[config.mk]
export PLATFORM = sky130hd
export DESIGN_NAME = pipe_hazard_ctrl
export DESIGN_NICKNAME = d
export VERILOG_FILES = /design/src/rtl/hz_pkg.sv /design/src/rtl/rst_sync.sv /design/src/rtl/stage_track.sv /design/src/rtl/fwd_pick.sv /design/src/rtl/load_interlock.sv /design/src/rtl/fetch_steer.sv /design/src/rtl/pipe_hazard_ctrl.sv
export SDC_FILE = /design/constraint.sdc
export NUM_CORES = 1
export LEC_CHECK = 0
export BUFFER_PORTS_ARGS = -buffer_cell sky130_fd_sc_hd__buf_2
export CORE_AREA = 2 2 63 65
export DETAILED_ROUTE_END_ITERATION = 10
export DIE_AREA = 0 0 65 67
export HOLD_SLACK_MARGIN = 0.02
export PLACE_DENSITY = 0.7
export RECOVER_POWER = 100
export SLEW_MARGIN = 20
export SYNTH_ARGS = -nofsm -noshare
export SYNTH_HDL_FRONTEND = slang
export SYNTH_SLANG_ARGS = --single-unit
[constraint.sdc]
create_clock -name clk -period 2.55 [get_ports clk]
set_clock_uncertainty 0.2 [all_clocks]
set_input_delay 0.3825 -clock clk [delete_from_list [all_inputs] [get_ports clk]]
set_output_delay 0.3825 -clock clk [all_outputs]
set_load 0.03 [all_outputs]
[src/rtl/hz_pkg.sv]
package hz_pkg;
  localparam logic [1:0] SEL_RF   = 2'd0;
  localparam logic [1:0] SEL_NEAR = 2'd1;
  localparam logic [1:0] SEL_FAR  = 2'd2;

  localparam logic [1:0] FS_SEQ   = 2'd0;
  localparam logic [1:0] FS_TGT   = 2'd1;
  localparam logic [1:0] FS_HOLD  = 2'd2;

  localparam int unsigned N_OPND  = 2;
  localparam int unsigned N_TRACK = 3; // execute, data access, write back
endpackage

[src/rtl/rst_sync.sv]
module rst_sync (
  input  logic clk,
  input  logic rst_n,
  output logic rst_n_sync
);
  logic [1:0] sync_q;

  always_ff @(posedge clk or negedge rst_n) begin
    if (!rst_n) sync_q <= 2'b00;
    else        sync_q <= {sync_q[0], 1'b1};
  end

  assign rst_n_sync = sync_q[1];
endmodule

[src/rtl/stage_track.sv]
module stage_track #(
  parameter int unsigned REG_W = 5,
  parameter int unsigned NSTG  = 3
) (
  input  logic                        clk,
  input  logic                        rst_n,
  input  logic                        adv,
  input  logic                        in_valid,
  input  logic [REG_W-1:0]            in_dest,
  input  logic                        in_load,
  input  logic                        in_branch,
  input  logic [1:0][REG_W-1:0]       in_src,
  output logic [NSTG-1:0]             st_valid,
  output logic [NSTG-1:0][REG_W-1:0]  st_dest,
  output logic [NSTG-1:0]             st_load,
  output logic [NSTG-1:0]             st_branch,
  output logic [1:0][REG_W-1:0]       ex_src
);
  logic [NSTG-1:0]            valid_d, valid_q;
  logic [NSTG-1:0][REG_W-1:0] dest_d, dest_q;
  logic [NSTG-1:0]            load_d, load_q;
  logic [NSTG-1:0]            br_d, br_q;
  logic [1:0][REG_W-1:0]      src_d, src_q;

  for (genvar s = 0; s < NSTG; s++) begin : g_stage
    if (s == 0) begin : g_head
      always_comb begin
        valid_d[s] = valid_q[s];
        dest_d[s]  = dest_q[s];
        load_d[s]  = load_q[s];
        br_d[s]    = br_q[s];
        if (adv) begin
          valid_d[s] = in_valid;
          dest_d[s]  = in_dest;
          load_d[s]  = in_load;
          br_d[s]    = in_branch;
        end
      end
    end else begin : g_body
      always_comb begin
        valid_d[s] = valid_q[s];
        dest_d[s]  = dest_q[s];
        load_d[s]  = load_q[s];
        br_d[s]    = br_q[s];
        if (adv) begin
          valid_d[s] = valid_q[s-1];
          dest_d[s]  = dest_q[s-1];
          load_d[s]  = load_q[s-1];
          br_d[s]    = br_q[s-1];
        end
      end
    end

    always_ff @(posedge clk or negedge rst_n) begin
      if (!rst_n) begin
        valid_q[s] <= 1'b0;
        dest_q[s]  <= '0;
        load_q[s]  <= 1'b0;
        br_q[s]    <= 1'b0;
      end else begin
        valid_q[s] <= valid_d[s];
        dest_q[s]  <= dest_d[s];
        load_q[s]  <= load_d[s];
        br_q[s]    <= br_d[s];
      end
    end
  end

  always_comb begin
    src_d = src_q;
    if (adv) src_d = in_src;
  end

  always_ff @(posedge clk or negedge rst_n) begin
    if (!rst_n) src_q <= '0;
    else        src_q <= src_d;
  end

  assign st_valid  = valid_q;
  assign st_dest   = dest_q;
  assign st_load   = load_q;
  assign st_branch = br_q;
  assign ex_src    = src_q;

  // a frozen cycle leaves every tracked stage untouched
  assert_freeze_hold_R7: assert property (@(posedge clk) disable iff (!rst_n)
    !adv |=> ($stable(valid_q) && $stable(dest_q) && $stable(load_q) && $stable(src_q)));

  // an advancing cycle moves the execute entry one stage down
  assert_shift_R7: assert property (@(posedge clk) disable iff (!rst_n)
    adv |=> (valid_q[1] == $past(valid_q[0]) && dest_q[1] == $past(dest_q[0])));
endmodule

[src/rtl/fwd_pick.sv]
module fwd_pick #(
  parameter int unsigned REG_W = 5
) (
  input  logic             clk,
  input  logic             rst_n,
  input  logic             ex_valid,
  input  logic [REG_W-1:0] src,
  input  logic             near_valid,
  input  logic [REG_W-1:0] near_dest,
  input  logic             far_valid,
  input  logic [REG_W-1:0] far_dest,
  output logic [1:0]       sel
);
  import hz_pkg::*;

  logic src_live, near_hit, far_hit;

  always_comb begin
    src_live = ex_valid && (src != '0);
    near_hit = src_live && near_valid && (near_dest == src);
    far_hit  = src_live && far_valid && (far_dest == src);
    if (near_hit)     sel = SEL_NEAR;
    else if (far_hit) sel = SEL_FAR;
    else              sel = SEL_RF;
  end

  // register 0 is never taken from a bypass path
  assert_r0_no_bypass_R5: assert property (@(posedge clk) disable iff (!rst_n)
    (src == '0) |-> (sel == SEL_RF));

  // the far path is only used when the near stage does not write the source
  assert_near_priority_R4: assert property (@(posedge clk) disable iff (!rst_n)
    (sel == SEL_FAR) |-> !(near_valid && near_dest == src));
endmodule

[src/rtl/load_interlock.sv]
module load_interlock #(
  parameter int unsigned REG_W = 5
) (
  input  logic                  clk,
  input  logic                  rst_n,
  input  logic                  ex_valid,
  input  logic [1:0][REG_W-1:0] ex_src,
  input  logic                  dc_valid,
  input  logic                  dc_load,
  input  logic [REG_W-1:0]      dc_dest,
  output logic                  stall
);
  logic ld_ready_d, ld_ready_q;
  logic hit;

  always_comb begin
    hit = 1'b0;
    for (int i = 0; i < 2; i++) begin
      if (ex_src[i] == dc_dest) hit = 1'b1;
    end
    hit        = hit && ex_valid && dc_valid && dc_load && (dc_dest != '0);
    stall      = hit && !ld_ready_q;
    ld_ready_d = stall;
  end

  always_ff @(posedge clk or negedge rst_n) begin
    if (!rst_n) ld_ready_q <= 1'b0;
    else        ld_ready_q <= ld_ready_d;
  end

  // a load-use freeze never lasts more than one cycle
  assert_stall_single_R6: assert property (@(posedge clk) disable iff (!rst_n)
    stall |=> !stall);

  // a load into register 0 never freezes the pipeline
  assert_r0_no_stall_R5: assert property (@(posedge clk) disable iff (!rst_n)
    (dc_dest == '0) |-> !stall);
endmodule

[src/rtl/fetch_steer.sv]
module fetch_steer (
  input  logic       clk,
  input  logic       rst_n,
  input  logic       stall,
  input  logic       ex_valid,
  input  logic       ex_branch,
  input  logic       ex_br_taken,
  output logic [1:0] fetch_sel
);
  import hz_pkg::*;

  always_comb begin
    if (stall)                                   fetch_sel = FS_HOLD;
    else if (ex_valid && ex_branch && ex_br_taken) fetch_sel = FS_TGT;
    else                                         fetch_sel = FS_SEQ;
  end

  // a redirect needs a valid branch in execute
  assert_tgt_needs_branch_R9: assert property (@(posedge clk) disable iff (!rst_n)
    (fetch_sel == FS_TGT) |-> (ex_valid && ex_branch));

  // fetch never advances while frozen
  assert_hold_on_stall_R9: assert property (@(posedge clk) disable iff (!rst_n)
    stall |-> (fetch_sel == FS_HOLD));
endmodule

[src/rtl/pipe_hazard_ctrl.sv]
module pipe_hazard_ctrl #(
  parameter int unsigned REG_W = 5
) (
  input  logic             clk,
  input  logic             rst_n,
  input  logic             id_valid,
  input  logic [REG_W-1:0] id_src_a,
  input  logic [REG_W-1:0] id_src_b,
  input  logic [REG_W-1:0] id_dest,
  input  logic             id_load,
  input  logic             id_branch,
  input  logic             ex_br_taken,
  output logic             stall,
  output logic [1:0]       fwd_sel_a,
  output logic [1:0]       fwd_sel_b,
  output logic [1:0]       fetch_sel,
  output logic             rf_we,
  output logic [REG_W-1:0] rf_waddr
);
  import hz_pkg::*;

  localparam int unsigned NSTG = N_TRACK;
  localparam int unsigned S_EX = 0;
  localparam int unsigned S_DC = 1;
  localparam int unsigned S_WB = 2;

  logic                       rst_n_s;
  logic [NSTG-1:0]            st_valid;
  logic [NSTG-1:0][REG_W-1:0] st_dest;
  logic [NSTG-1:0]            st_load;
  logic [NSTG-1:0]            st_branch;
  logic [1:0][REG_W-1:0]      in_src, ex_src;
  logic [N_OPND-1:0][1:0]     sel;
  logic                       stall_i;

  rst_sync u_rst (.clk(clk), .rst_n(rst_n), .rst_n_sync(rst_n_s));

  assign in_src = {id_src_b, id_src_a};

  stage_track #(.REG_W(REG_W), .NSTG(NSTG)) u_track (
    .clk(clk), .rst_n(rst_n_s), .adv(!stall_i),
    .in_valid(id_valid), .in_dest(id_dest), .in_load(id_load),
    .in_branch(id_branch), .in_src(in_src),
    .st_valid(st_valid), .st_dest(st_dest), .st_load(st_load),
    .st_branch(st_branch), .ex_src(ex_src)
  );

  for (genvar k = 0; k < N_OPND; k++) begin : g_opnd
    fwd_pick #(.REG_W(REG_W)) u_pick (
      .clk(clk), .rst_n(rst_n_s),
      .ex_valid(st_valid[S_EX]), .src(ex_src[k]),
      .near_valid(st_valid[S_DC]), .near_dest(st_dest[S_DC]),
      .far_valid(st_valid[S_WB]), .far_dest(st_dest[S_WB]),
      .sel(sel[k])
    );
  end

  load_interlock #(.REG_W(REG_W)) u_ilock (
    .clk(clk), .rst_n(rst_n_s),
    .ex_valid(st_valid[S_EX]), .ex_src(ex_src),
    .dc_valid(st_valid[S_DC]), .dc_load(st_load[S_DC]),
    .dc_dest(st_dest[S_DC]), .stall(stall_i)
  );

  fetch_steer u_fetch (
    .clk(clk), .rst_n(rst_n_s), .stall(stall_i),
    .ex_valid(st_valid[S_EX]), .ex_branch(st_branch[S_EX]),
    .ex_br_taken(ex_br_taken), .fetch_sel(fetch_sel)
  );

  always_comb begin
    stall     = stall_i;
    fwd_sel_a = sel[0];
    fwd_sel_b = sel[1];
    rf_we     = st_valid[S_WB] && (st_dest[S_WB] != '0) && !stall_i;
    rf_waddr  = st_dest[S_WB];
  end

  // no register file write during a freeze
  assert_no_write_in_stall_R7: assert property (@(posedge clk) disable iff (!rst_n_s)
    stall |-> !rf_we);

  // register 0 is never written
  assert_r0_never_written_R5: assert property (@(posedge clk) disable iff (!rst_n_s)
    rf_we |-> (rf_waddr != '0));
endmodule

==> results.py, run 1 <==
metrics = {
    "outcome": {
        "status": "complete, but fails checks",
        "violations": "max-capacitance violations, max-slew violations",
    },
    "power_and_ir_drop": {
        "switchingPower_mw": 0.303,
        "max-vdd-ir-drop_mv": 0.440,
        "clkPwrFrac": 0.380,
        "swShare": 0.243,
        "p_comb_frac": 0.125,
        "total_power_mw": 1.24,
        "powerDensity_nw_per_um2": 600,
        "power_frac_seq": 0.495,
        "cellLeakagePower_nw": 1.00,
        "internal_power_mw": 0.941,
    },
    "timing": {
        "min_period_over_period": 0.974,
        "setup_violations": 0,
        "tns_ns": 0,
        "tightest_slew_ns": 1.71,
        "hold_viol_final": 0,
        "fmax_mhz": 402,
        "final.min_clock_period_ns": 2.48,
        "slew_violations": 33,
        "timing.slew.headroom": -0.143,
    },
    "finish": {
        "utilization": 0.575,
        "regArea_sq_um": 856,
        "multi_input_area_sq_um": 842,
        "final_cells": 209,
        "nNetsFinal": 181,
        "syn_to_final_growth_pct": 18.8,
        "diodes": 0,
        "fillCellCount": 324,
        "drive_gt1_frac": 0.484,
    },
    "synthesis": {
        "synth_cell_types": 26,
        "syn_nets": 147,
        "ys_async_sr_fraction": 1.00,
        "synth_cells": 126,
        "synth_ff_type": "dfrtp_1",
        "yosysTopAreaCell": "dfrtp_1",
        "synth.avg_cell_area_sq_um": 13.9,
        "synth-seq-cells": 34,
        "yosysWarnings": 0,
        "synth_seq_area_share": 0.487,
        "synth_area_leaders": "dfrtp_1 49%, mux2_4 22%, xor2_1 6.0%, xnor2_1 4.0%, buf_4 3.4%",
        "synth_area_sq_um": 1750,
        "synth_enable_flop_cells": 0,
        "synth_top_area_frac": 0.487,
    },
    "placement": {
        "gp_congestion": 0.898,
        "dp_cells": 198,
        "port_buffers": 33,
        "hpwlAfterDp_um": 2370,
    },
    "run": {
        "drv_cap": 1,
    },
    "floorplan": {
        "die_h_um": 67,
        "initial_core_util": 0.484,
        "rows": 22,
        "die_w_um": 65,
        "core-area_sq_um": 3610,
        "die-area_sq_um": 4360,
        "ios": 34,
    },
    "critical_path": {
        "worstSetupPathType": "flip-flop to output port",
        "arrival_ns": 1.90,
        "start_kind": "flip-flop",
        "critPathMaxFanout": 5,
        "endpoint_kind": "output port",
        "cp_data_required_time_ns": 1.97,
    },
    "global_routing": {
        "grt_pass1_vias": 1134,
        "grt_pass1_wl_um": 5440,
        "grt_use_total": 0.170,
        "grt-ovfl-total": 0,
        "antenna_found_initial": 0,
        "grt_max_degree": 33,
    },
    "drt": {
        "wl_per_cell_um": 15.6,
        "firstDrtPassIters": 4,
        "initialDrtViolationCount": 58,
        "vias": 1091,
        "drc": 0,
        "via_per_inst": 5.22,
        "ant_nets": 0,
        "routed_wl_um": 3260,
    },
    "clock_tree": {
        "clk_path_buf_depth": 2,
        "tritoncts": "yes",
        "clk_pin_slew_worst_paths_ns": 0.07,
        "clock-sinks": 34,
        "cts_made_buffers": 5,
        "htreeDepth": 2,
        "ctsRootBufferMaster": "clkbuf_8",
        "clk_latency_ns": 0.28,
    },
    "worst_hold_path": {
        "hold_path_class": "input port to flip-flop",
    },
}
[registers in the layout (all words and copies together), names as in the netlist]
signal              count
u_track.st_load         2
u_track.ex_src         10
u_track.st_dest        15
u_track.st_valid        3
u_ilock.ld_ready_q      1
u_rst.sync_q            2
u_track.st_branch       1
[cells in the mapped netlist (all sizes together), types with 2 or more instances]
master and count:
nand2 4, dfrtp 34, nor2 4, or4 2
a211oi 2, xnor2 8, nand2b 2, xor2 12
o21ai 2, nor4 2, nor3 3, buf 11
nand3 4, mux2 27
[area by class of cell]
type                       instances  share of cell area
clock buffer                       5              0.0332
sequential                        34               0.413
tap                               48              0.0290
multi-input combinational         80               0.406
timing repair buffer              39              0.0996
clock inverter                     3              0.0193
[per-stage QoR]
stage          setup slack, ns  cell area, sq um  hold WS [ns]
2_1_floorplan           0.0776              1750        -0.113
3_3_place_gp             0.314              1900       -0.0318
3_5_place_dp             0.228              1900       -0.0307
4_1_cts                0.00145              2030        0.0739
5_1_grt                -0.0241              2070         0.115
6_report                0.0652              2070         0.101
[cell families after synthesis]
| family | Yosys count | synth area share |
|---|---|---|
| XOR/XNOR | 20 | 0.100 |
| flip-flops | 34 | 0.487 |
| AO/OA/AOI/OAI | 7 | 0.0401 |
| buffers and inverters | 12 | 0.0559 |
| multiplexers | 27 | 0.230 |
| other | 1 | 0.00215 |
| AND/OR/NAND/NOR | 25 | 0.0839 |
[worst paths after layout]
check / start / endpoint / slack [ns] / cells past startpoint
max reg2reg: u_track.st_dest[5]$_DFFE_PN0N_ / u_track.st_dest[8]$_DFFE_PN0N_ / 0.42 / 6
min reg2reg: u_rst.sync_q[0]$_DFF_PN0_ / u_rst.sync_q[1]$_DFF_PN0_ / 0.16 / 0
max in group asynchronous: u_rst.sync_q[1]$_DFF_PN0_ / u_track.st_dest[9]$_DFFE_PN0N_ / 0.46 / 1
max: u_track.st_dest[5]$_DFFE_PN0N_ / fetch_sel[0] / 0.07 / 6
min: id_valid / u_track.st_valid[0]$_DFFE_PN0N_ / 0.10 / 2
min in group asynchronous: rst_n / u_rst.sync_q[1]$_DFF_PN0_ / 0.21 / 2
[critical path: stages, from the launching register on]
cell,delay (ns)
dfrtp_2,0.47
xnor2_2,0.21
nand3_2,0.11
nor3_4,0.26
o2111ai_4,0.17
and4_1,0.23
buf_2,0.17
[cell usage in the layout, fill, tap and decap left out]
| cell type | synthesis | routed |
|---|---|---|
| a211oi_1 | 2 | 2 |
| and3b_1 | 1 | 1 |
| and4_1 | 1 | 1 |
| buf_2 | 0 | 25 |
| buf_4 | 8 | 6 |
| bufinv_16 | 0 | 1 |
| clkbuf_1 | 1 | 7 |
| clkbuf_8 | 0 | 5 |
| clkinv_2 | 0 | 2 |
| conb_1 | 1 | 1 |
| dfrtp_1 | 34 | 30 |
| dfrtp_2 | 0 | 4 |
| dlygate4sd3_1 | 0 | 1 |
| mux2_2 | 1 | 1 |
| mux2_4 | 26 | 26 |
| nand2_1 | 4 | 4 |
| nand2b_1 | 2 | 2 |
| nand3_1 | 4 | 3 |
| nand3_2 | 0 | 1 |
| nor2_1 | 4 | 4 |
| nor3_1 | 1 | 1 |
| nor3_4 | 0 | 2 |
| nor3b_2 | 0 | 1 |
| nor4_1 | 2 | 2 |
| o2111ai_4 | 1 | 1 |
| o21ai_0 | 2 | 2 |
| o311a_1 | 1 | 1 |
| o31a_1 | 1 | 1 |
| or3_1 | 1 | 1 |
| or4_1 | 2 | 2 |
| xnor2_1 | 8 | 5 |
| xnor2_2 | 0 | 3 |
| xor2_1 | 12 | 12 |
[metal layers]
layer,wire length (um),vias to the layer above,share of wire,track usage
li1,-,501,-,-
met5,0,-,0,0
met1,1480,545,0.45,0.229
met3,154,10,0.047,0.0490
met4,73,0,0.022,0.0771
met2,1560,35,0.48,0.254
[power groups by stage]
stage | Clock [mW] | Combinational, mW | Sequential, mW
final | 0.473 | 0.156 | 0.615
after global routing | 0.506 | 0.169 | 0.621
after CTS | 0.485 | 0.153 | 0.613
after detailed placement | 0 | 0.147 | 0.623
after global placement | 0 | 0.143 | 0.620
after floorplan | 0 | 0.113 | 0.615
[timing repair]
action	CTS	global route
gates resized for setup	2	12
hold buffers	1	0
pin swaps	1	3
buffers inserted	0	2
setup endpoints to repair	4	4
hold endpoints to repair	2	0
Note: power is estimated with default switching activity, not from simulation.
==> run 2: changes to the inputs <==
--- a/config.mk
+++ b/config.mk
@@ -12,3 +12,3 @@
 export HOLD_SLACK_MARGIN = 0.02
-export PLACE_DENSITY = 0.7
+export PLACE_DENSITY = 0.73
 export RECOVER_POWER = 100
==> constraint.sdc (replaced) <==
create_clock -name clk -period 2.2 [get_ports clk]
set_clock_uncertainty 0.2 [all_clocks]
set_input_delay 0 -clock clk [delete_from_list [all_inputs] [get_ports clk]]
set_output_delay 0 -clock clk [all_outputs]
set_load 0.03 [all_outputs]
==> results.py, run 2 (synthesis gave the netlist of run 1 again) <==
metrics = {
    "power_and_ir_drop": {
        "power_frac_seq": 0.435,
        "max-vdd-ir-drop_mv": 0.491,
        "powerDensity_nw_per_um2": 665,
        "switchingPower_mw": 0.395,
        "swShare": 0.240,
        "p_comb_frac": 0.141,
        "cellLeakagePower_nw": 1.19,
        "internal_power_mw": 1.25,
        "clkPwrFrac": 0.424,
        "total_power_mw": 1.65,
    },
    "global_routing": {
        "grt_pass1_wl_um": 5560,
        "antenna_found_initial": 0,
        "use_met1": 0.218,
        "grt_util_met2": 0.286,
        "grt-ovfl-total": 0,
        "grt_use_total": 0.175,
        "grt_max_degree": 33,
        "grtUsageMet3": 0.0490,
        "grt_pass1_vias": 1179,
        "top_usage_layer": "met2",
    },
    "drt": {
        "ant_nets": 0,
        "routed_wl_um": 3760,
        "initialDrtViolationCount": 41,
        "vias": 1213,
        "drc": 0,
        "via_per_inst": 5.05,
        "firstDrtPassIters": 4,
        "wl_per_cell_um": 15.7,
    },
    "finish": {
        "syn_to_final_growth_pct": 42.2,
        "diodes": 0,
        "largest_register_ff_count": 15,
        "layout_commonest_cell": "dfrtp_1",
        "most-common-layout-cells": "27 x dfrtp_1, 26 x mux2_4, 24 x buf_2",
        "final_area_sq_um": 2480,
        "utilization": 0.688,
        "drive_gt1_frac": 0.526,
        "nNetsFinal": 212,
    },
    "critical_path": {
        "arrival_ns": 2.02,
        "start_kind": "flip-flop",
        "critPathMaxFanout": 4,
        "cp_data_required_time_ns": 2.00,
        "endpoint_kind": "output port",
        "startpoint": "u_track.st_dest[8]$_DFFE_PN0N_",
        "r2r-start": "u_track.st_dest[8]$_DFFE_PN0N_",
        "worstSetupPathType": "flip-flop to output port",
    },
    "worst_hold_path": {
        "hp-start": "u_rst.sync_q[0]$_DFF_PN0_",
        "hold_path_class": "flip-flop to flip-flop",
    },
    "outcome": {
        "violations": "negative setup slack",
        "status": "complete, but fails checks",
    },
    "clock_tree": {
        "clk_latency_ns": 0.30,
        "clk_path_buf_depth": 2,
        "cts_made_buffers": 5,
        "ctsRootBufferMaster": "clkbuf_8",
        "htreeDepth": 2,
        "clk_pin_slew_worst_paths_ns": 0.08,
        "tritoncts": "yes",
        "clock-sinks": 34,
    },
    "timing": {
        "hold_viol_final": 0,
        "min_period_over_period": 1.01,
        "rsz0062_at_grt": "true",
        "final.min_clock_period_ns": 2.22,
        "worst_slack_ns": -0.0164,
        "setup_violations": 2,
        "timing.slew.headroom": 0.483,
        "fmax_mhz": 451,
        "tns_ns": -0.0297,
        "slew_violations": 0,
        "tightest_slew_ns": 0.775,
    },
    "floorplan": {
        "rows": 22,
        "die_w_um": 65,
        "die_h_um": 67,
        "initial_core_util": 0.484,
        "ios": 34,
        "core-area_sq_um": 3610,
        "die-area_sq_um": 4360,
    },
    "run": {
        "drv_cap": 0,
    },
    "placement": {
        "port_buffers": 33,
        "hpwlAfterDp_um": 2320,
        "dpl_cell_area_sq_um": 1940,
        "gp_congestion": 0.858,
    },
}
## run 2: critical path, cell delays in order, from the launching register on
cell and delay (ns):
dfrtp_2 0.45, xnor2_2 0.20, nand3_2 0.12, nor3_4 0.23, buf_4 0.16, nor2_1 0.06, nor3b_2 0.28, buf_4 0.22
## run 2: repair_timing
action	4_1_cts	5_1_grt
gates resized for setup	5	24
pin swaps	2	12
setup endpoints to repair	4	4
endpoints found under the hold margin	20	0
hold buffers	20	0
cloned	0	0
buffers inserted	2	10
## run 2: final timing paths
kind                                             endpoint  slack, ns  cells after the start
max in group asynchronous   u_track.ex_src[4]$_DFFE_PN0N_       1.07                      1
hold / removal                  u_rst.sync_q[1]$_DFF_PN0_       0.16                      0
hold reg to reg                 u_rst.sync_q[1]$_DFF_PN0_       0.16                      0
setup reg to reg            u_track.ex_src[8]$_DFFE_PN0N_       0.04                      7
setup / recovery                                    stall      -0.02                      7
min in group asynchronous  u_track.st_dest[3]$_DFFE_PN0N_       0.19                      1
## run 2: routing by layer
layer  vias up  part of all wire
met5         -                 0
met1       613              0.42
met4         0             0.018
met3         8             0.049
li1        554                 -
met2        38              0.51
## run 2: cell type report
class	count	area, sq um
well taps	48	60.1
fillers	267	1120
repair buffers	70	539
flip-flops and latches	34	860
clock inverters	3	68.8
multi-input cells	80	885
clock buffers	5	68.8
## run 2: through the flow
step	cells	hold WS [ns]	worst slack, ns
floorplan	126	-0.496	0.110
global placement	200	-0.414	0.160
detailed placement	200	-0.411	0.139
CTS	230	0.0775	0.00305
global route	240	0.171	-0.139
finish	240	0.157	-0.0164
## run 2: power groups by stage
stage / clock network [mW] / logic [mW] / registers (mW)
2_1_floorplan: 0 / 0.131 / 0.713
3_3_place_gp: 0 / 0.167 / 0.719
3_5_place_dp: 0 / 0.171 / 0.723
4_1_cts: 0.708 / 0.208 / 0.710
5_1_grt: 0.732 / 0.251 / 0.722
6_report: 0.700 / 0.233 / 0.717
==> run 3: changes to the inputs <==
--- a/config.mk
+++ b/config.mk
@@ -13,3 +13,2 @@
 export PLACE_DENSITY = 0.73
-export RECOVER_POWER = 100
 export SLEW_MARGIN = 20
--- a/constraint.sdc
+++ b/constraint.sdc
@@ -4,2 +4,2 @@
 set_output_delay 0 -clock clk [all_outputs]
-set_load 0.03 [all_outputs]
+set_load 0.005 [all_outputs]
==> results.py, run 3 (synthesis gave the netlist of run 1 again) <==
metrics = {
    "clock_tree": {
        "clk_pin_slew_worst_paths_ns": 0.07,
        "tritoncts": "yes",
        "htreeDepth": 2,
        "clk_latency_ns": 0.28,
        "clock-sinks": 34,
        "ctsRootBufferMaster": "clkbuf_8",
        "clk_path_buf_depth": 2,
        "cts_made_buffers": 5,
    },
    "critical_path": {
        "r2r-start": "u_track.st_dest[9]$_DFFE_PN0N_",
        "cp_data_required_time_ns": 2.00,
        "path_buf_inv": 2,
        "slowest_delay_ns": 0.48,
        "endpoint_kind": "output port",
        "path_delay_family": "flip-flops",
        "cp_cell_sequence": "xor2_1 > nor3_4 > o2111ai_4 > buf_12 > o311a_1 > buf_2",
        "start_kind": "flip-flop",
        "critPathMaxFanout": 16,
        "worstSetupPathType": "flip-flop to output port",
        "reg2reg_slack_ns": 0.11,
        "startpoint": "u_track.st_dest[7]$_DFFE_PN0N_",
        "arrival_ns": 1.92,
        "crit_slowest_cell": "dfrtp_1",
    },
    "run": {
        "drv_cap": 0,
    },
    "drt": {
        "routed_wl_um": 3370,
        "firstDrtPassIters": 4,
        "vias": 1126,
        "drc": 0,
        "initialDrtViolationCount": 25,
        "ant_nets": 0,
        "wl_per_cell_um": 14.5,
        "via_per_inst": 4.83,
    },
    "power_and_ir_drop": {
        "powerDensity_nw_per_um2": 594,
        "internal_power_mw": 1.04,
        "power_frac_seq": 0.516,
        "p_comb_frac": 0.143,
        "max-vdd-ir-drop_mv": 0.359,
        "switchingPower_mw": 0.342,
        "cellLeakagePower_nw": 1.13,
        "clkPwrFrac": 0.341,
        "swShare": 0.247,
    },
    "floorplan": {
        "initial_core_util": 0.484,
        "core-area_sq_um": 3610,
        "ios": 34,
        "die_w_um": 65,
        "die-area_sq_um": 4360,
        "die_h_um": 67,
        "rows": 22,
    },
    "finish": {
        "diodes": 0,
        "layout_commonest_cell": "buf_2",
        "nNetsFinal": 205,
        "largest_register_ff_count": 15,
        "drive_gt1_frac": 0.492,
        "most-common-layout-cells": "33 x buf_2, 28 x dfrtp_1, 26 x mux2_4",
        "syn_to_final_growth_pct": 33.3,
        "fillCellCount": 276,
    },
    "global_routing": {
        "grt_pass1_wl_um": 5460,
        "grt_use_total": 0.171,
        "grt_max_degree": 33,
        "grt_pass1_vias": 1145,
        "antenna_found_initial": 0,
        "grt-ovfl-total": 0,
    },
    "worst_hold_path": {
        "hold_path_class": "flip-flop to asynchronous set/reset pin",
    },
    "placement": {
        "hpwlAfterDp_um": 2270,
        "gp_congestion": 0.811,
        "port_buffers": 33,
    },
    "timing": {
        "min_period_over_period": 0.964,
        "fmax_mhz": 472,
        "hold_viol_final": 0,
        "rsz0062_at_grt": "true",
        "setup_violations": 0,
        "final.min_clock_period_ns": 2.12,
        "tns_ns": 0,
        "hold_slack_ns": 0.0620,
        "slew_violations": 0,
    },
    "outcome": {
        "status": "complete, no violations",
    },
}
run 3: cell types whose count changed in the layout (fill, tap and decap cells not counted), moves of 2 or more:
cell and delta:
buf_4 -8, xor2_1 +2, buf_2 +9, xor2_2 -2, xnor2_2 -4, clkbuf_1 -5
buf_6 -2, bufinv_16 -2, xnor2_1 +4
run 3: power groups by stage:
stage          Combinational, mW  Clock [mW]  Sequential, mW
4_1_cts                    0.183       0.481           0.710
5_1_grt                    0.218       0.509           0.717
3_5_place_dp               0.152           0           0.721
3_3_place_gp               0.147           0           0.719
2_1_floorplan              0.110           0           0.713
6_report                   0.198       0.471           0.713
run 3: final timing paths:
kind	to	cells after the start
setup reg to reg	u_track.st_branch[0]$_DFFE_PN0N_	7
max in group asynchronous	u_rst.sync_q[1]$_DFF_PN0_	3
hold / removal	u_track.st_dest[3]$_DFFE_PN0N_	1
min in group clk	fetch_sel[0]	3
hold reg to reg	u_track.st_dest[3]$_DFFE_PN0N_	1
setup / recovery	rf_we	6
run 3: layer usage:
metal	global-route usage	routed length, um	up-vias
li1	-	-	544
met1	0.226	1560	551
met2	0.271	1620	24
met3	0.0422	133	7
met4	0.0638	49	0
met5	0	0	-
run 3: final cells by class:
class | count | area, sq um | area share
clock buffer | 6 | 82.6 | 0.0355
timing repair buffer | 63 | 478 | 0.205
tap | 48 | 60.1 | 0.0258
clock inverter | 2 | 12.5 | 0.00538
multi-input combinational | 80 | 835 | 0.359
sequential | 34 | 858 | 0.369
run 3: timing repair:
| item | in CTS | in global routing |
|---|---|---|
| endpoints found under the setup margin | 3 | 1 |
| gates resized for setup | 6 | 9 |
| setup buffers | 0 | 5 |
| endpoints found under the hold margin | 20 | 0 |
| gates cloned | 0 | 0 |
| pin swaps | 2 | 3 |
| hold buffers | 20 | 0 |
run 3: through the flow:
step / setup WS, ns / total power [mW] / cell area (sq um) / std cells / util
final: 0.0799 / 1.38 / 2330 / 233 / 0.645
after global routing: -0.00696 / 1.44 / 2330 / 233 / 0.645
after CTS: 0.0421 / 1.37 / 2240 / 228 / 0.621
after detailed placement: 0.108 / 0.874 / 1920 / 200 / 0.533
after global placement: 0.146 / 0.865 / 1920 / 200 / 0.533
after floorplan: 0.222 / 0.824 / 1750 / 126 / -
